$ cat src/rtl/irq_vector_arb.sv
module irq_vector_arb #(
  parameter int LINES = 16,
  parameter int VW    = 16
) (
  input  logic             clk,
  input  logic             rst_n,
  input  logic [LINES-1:0] rx_set,
  input  logic [LINES-1:0] rx_clr,
  input  logic [LINES-1:0] ds_set,
  input  logic [LINES-1:0] ds_clr,
  input  logic [LINES-1:0] tx_set,
  input  logic [LINES-1:0] tx_clr,
  input  logic [VW-1:0]    base_vec,
  input  logic             rx_ack,
  input  logic             tx_ack,
  output logic             rx_irq,
  output logic             tx_irq,
  output logic [VW-1:0]    rx_vec,
  output logic [VW-1:0]    tx_vec
);
  localparam int LW = (LINES > 1) ? $clog2(LINES) : 1;

  logic [LINES-1:0] rx_q, ds_q, tx_q;
  logic [LINES-1:0] rx_any, rx_win, tx_win;
  logic [LW-1:0]    rx_idx, tx_idx;
  logic             rx_hit, tx_hit;

  assign rx_any = rx_q | ds_q;
  assign rx_irq = |rx_any;
  assign tx_irq = |tx_q;

  always_comb begin
    rx_hit = 1'b0;
    rx_idx = '0;
    tx_hit = 1'b0;
    tx_idx = '0;
    for (int i = LINES - 1; i >= 0; i--) begin
      if (rx_any[i]) begin
        rx_hit = 1'b1;
        rx_idx = LW'(i);
      end
      if (tx_q[i]) begin
        tx_hit = 1'b1;
        tx_idx = LW'(i);
      end
    end
  end

  assign rx_win = (rx_ack && rx_hit) ? (LINES'(1) << rx_idx) : '0;
  assign tx_win = (tx_ack && tx_hit) ? (LINES'(1) << tx_idx) : '0;

  always_ff @(posedge clk) begin
    if (!rst_n) begin
      rx_q   <= '0;
      ds_q   <= '0;
      tx_q   <= '0;
      rx_vec <= '0;
      tx_vec <= '0;
    end else begin
      rx_q <= (rx_q & ~rx_clr & ~rx_win) | rx_set;
      ds_q <= (ds_q & ~ds_clr & ~rx_win) | ds_set;
      tx_q <= (tx_q & ~tx_clr & ~tx_win) | tx_set;
      if (rx_ack)
        rx_vec <= rx_hit ? base_vec + (VW'(rx_idx) << 3) : '0;
      if (tx_ack)
        tx_vec <= tx_hit ? base_vec + (VW'(tx_idx) << 3) + VW'(4) : '0;
    end
  end
endmodule

$ cat config.mk
export PLATFORM = sky130hd
export DESIGN_NAME = irq_vector_arb
export DESIGN_NICKNAME = d
export VERILOG_FILES = /design/src/rtl/irq_vector_arb.sv
export SDC_FILE = /design/constraint.sdc
export NUM_CORES = 1
export LEC_CHECK = 0
export BUFFER_PORTS_ARGS = -buffer_cell sky130_fd_sc_hd__buf_2
export CAP_MARGIN = 15
export CORE_UTILIZATION = 46
export CTS_CLUSTER_DIAMETER = 120
export DETAILED_ROUTE_END_ITERATION = 8
export PLACE_DENSITY_LB_ADDON = 0.05
export RECOVER_POWER = 50
export SYNTH_ARGS = -nofsm -noshare
export SYNTH_HDL_FRONTEND = slang
export SYNTH_SLANG_ARGS = --single-unit
$ cat constraint.sdc
create_clock -name clk -period 3.3 [get_ports clk]
set_clock_uncertainty 0.1 [all_clocks]
set_input_delay 0.99 -clock clk [delete_from_list [all_inputs] [get_ports clk]]
set_output_delay 0.99 -clock clk [all_outputs]
set_load 0.02 [all_outputs]
==> impl_metrics.toml <==
[finish]
final_util_pct = 58.97
antenna_cells = 0
drive_above_1_share_pct = 23.10
layout_commonest_cell = "buf_2"
syn_to_final_growth_pct = 22.66
final_cell_mix = "115 x buf_2, 80 x dfxtp_1, 61 x nor2_1"
layout.nets = 818
fin_area_sq_mm = 0.005500

[yosys]
ys.flop_type = "dfxtp_1"
syn_nets = 670
synth_largest_area_cell = "dfxtp_1"
synthTopCellsByArea = "dfxtp_1 36%, nor2b_1 6.8%, nor2_1 5.1%, o21ai_0 4.9%, a31oi_1 4.5%"
synth.avg_cell_area_sq_um = 8.243
yosysTopAreaCellShare_pct = 35.71
netlist_area_sq_mm = 0.004484
yosysUniqueCellTypes = 54
yosys_warnings = 0
ys_ff_latch = 80
synth-async-reset-ratio_pct = 0
synth_cells = 544
synth_edf_count = 0
synth_seq_area_share_pct = 35.71

[worst_hold_path]
min_path_type = "reg2reg"
min_from = "tx_vec[7]$_SDFFE_PN0P_"
worstHoldPathCells = 2
holdPathEnd = "tx_vec[7]$_SDFFE_PN0P_"

[global_route]
antenna_found_initial = 0
grt-ovfl-total = 0
grt_pass1_vias = 4309
grt_pass1_wl_mm = 19.93
grt_max_degree = 55
track_usage_pct = 24.87

[route]
drc_errors = 0
drt-vias-per-instance = 5.533
via_count = 4570
drt_iter0_markers = 179
drt-total-wl_mm = 12.29
ant_nets = 0
avgRoutedWirePerCell_um = 14.88
dr.pass1.iters = 6

[critical_path]
crit_arrival_ns = 3.28
crit_fanout = 18
reg2regPathDepth = 12
rrSetupSlack_ns = 0.20
r2r-end = "rx_vec[12]$_SDFFE_PN0P_"
endpoint_kind = "flip-flop"
r2r-start = "rx_q[12]$_SDFF_PN0_"
crit_type = "reg2reg"
worstPathRequired_ns = 3.48
critPathLaunchType = "flip-flop"

[sta]
relSlewSlack_pct = 40.13
drv_slew = 0
fmax_ghz = 0.3227
finalCritPeriodShare_pct = 93.91
worstMarginPinSlew_ns = 0.8980
hold_violations = 0
finalCriticalPeriod_ns = 3.099
setup_viol = 0
rsz0062_at_grt = "no"
setup_tns_ns = 0

[floorplanning]
ioPinCount = 150
coreArea_sq_mm = 0.009328
dieWidth_um = 100.7
row_count = 35
fp.dieH_um = 100.7
initial_core_util_pct = 48.08
dieArea_sq_mm = 0.01015

[clocking]
cts_tree = "done"
clock_latency_ns = 0.35
clk_pin_slew_ns = 0.09
root_buffer = "clkbuf_8"
cts.path.max_buffers = 2
clock_sinks = 80
cts_hold_buf = 0
cts_buffers = 9
cts_htree_levels = 3

[power]
leakagePower_nw = 2.246
p_per_area_mw_per_mm2 = 422.9
switchingPower_uw = 763.3
total_power_mw = 2.326
pwr-share-clk_pct = 28.2
power_frac_seq_pct = 47.0
pwr-share-comb_pct = 24.7
irDropWorstVdd_mv = 0.1977
sw_frac_of_total_pct = 32.81
internal-power_mw = 1.563

[placement]
place_area_sq_mm = 0.005373
dp_hpwl_mm = 9.251
port_buffers = 149
place_congestion = 0.7982

[flow_run]
maxCapViolations = 0

[status]
outcome = "completed"
==> worst max path at each step <==
stage	depth (start not counted)	to	start
floorplan	13	rx_vec[15]$_SDFFE_PN0P_	rx_q[11]$_SDFF_PN0_
global placement	12	rx_vec[10]$_SDFFE_PN0P_	rx_q[12]$_SDFF_PN0_
detailed placement	12	rx_vec[12]$_SDFFE_PN0P_	rx_q[12]$_SDFF_PN0_
CTS	12	rx_vec[12]$_SDFFE_PN0P_	rx_q[12]$_SDFF_PN0_
global route	12	rx_vec[12]$_SDFFE_PN0P_	ds_q[12]$_SDFF_PN0_
finish	12	rx_vec[12]$_SDFFE_PN0P_	rx_q[12]$_SDFF_PN0_
==> stage by stage <==
step                      hold slack, ns  instances  setup slack (ns)
after floorplan                   0.4234        544           0.03188
after global placement            0.3364        810            0.2327
after detailed placement          0.3410        810            0.1835
after CTS                         0.3554        826            0.1554
after global routing              0.3836        826           0.03208
final                             0.3555        826            0.2009
==> cell families after synthesis <==
| logic type | count (synthesis) | share of synthesized area, % |
|---|---|---|
| XOR/XNOR | 7 | 1.367 |
| adder cells (fa/ha/maj) | 10 | 3.125 |
| AND/OR/NAND/NOR | 238 | 29.13 |
| flip-flops | 80 | 35.71 |
| AO/OA/AOI/OAI | 175 | 27.34 |
| buffers and inverters | 34 | 3.320 |
==> sequential cells by signal (all words and copies together) (netlist names) <==
signal  count
ds_q       16
tx_q       16
rx_q       16
tx_vec     16
rx_vec     16
==> synthesized netlist by cell type (4+ instances only) <==
master    count
dfxtp_1      80
nor2_1       61
nor2b_1      49
o21ai_0      44
a31oi_1      32
nand3_1      23
nand2b_1     22
nand2_1      20
a21boi_1     19
clkbuf_1     18
o211ai_1     16
o21a_1       14
nor4_1       13
or4_1        13
a21oi_1      10
a31oi_2      10
nor3_1       10
ha_1          8
inv_1         8
nand4_1       7
a21o_1        5
and2_1        5
o31ai_1       4
xor2_1        4
==> layout make-up <==
| cell class | count | area, sq um |
|---|---|---|
| clock buffers | 11 | 141.4 |
| clock inverters | 5 | 32.53 |
| fillers | 936 | 3827 |
| inverters | 10 | 42.54 |
| multi-input cells | 430 | 2734 |
| flip-flops and latches | 80 | 1602 |
| well taps | 129 | 161.4 |
| repair buffers | 161 | 787.0 |
==> critical path, stage by stage (launching register included) <==
cell and delay (ns):
dfxtp_1 0.33, or4_1 0.53, o211a_1 0.25, o211ai_2 0.20, nand3_4 0.12, inv_6 0.18
ha_1 0.28, a211o_1 0.32, a21oi_1 0.19, buf_4 0.18, o21a_1 0.11, o211ai_1 0.09
a21boi_1 0.16
==> repair_timing <==
item / CTS / global route
endpoints found under the setup margin: 0 / 1
gates resized for setup: 0 / 1
setup buffers: 0 / 0
==> power groups by stage <==
stage | combinational (mW) | sequential (mW) | clock [mW]
after global routing | 0.636 | 1.11 | 0.723
final | 0.575 | 1.09 | 0.656
after global placement | 0.575 | 1.11 | 0
after floorplan | 0.340 | 1.14 | 0
after CTS | 0.585 | 1.09 | 0.678
after detailed placement | 0.584 | 1.11 | 0
==> routing by layer <==
layer	track usage, %	routed length (um)	vias up
met3	4.369	684	14
met1	31.79	5594	2114
li1	-	-	2314
met4	9.142	198	0
met5	0	0	-
met2	41.94	5808	128
Note: power is estimated with default switching activity, not from simulation.
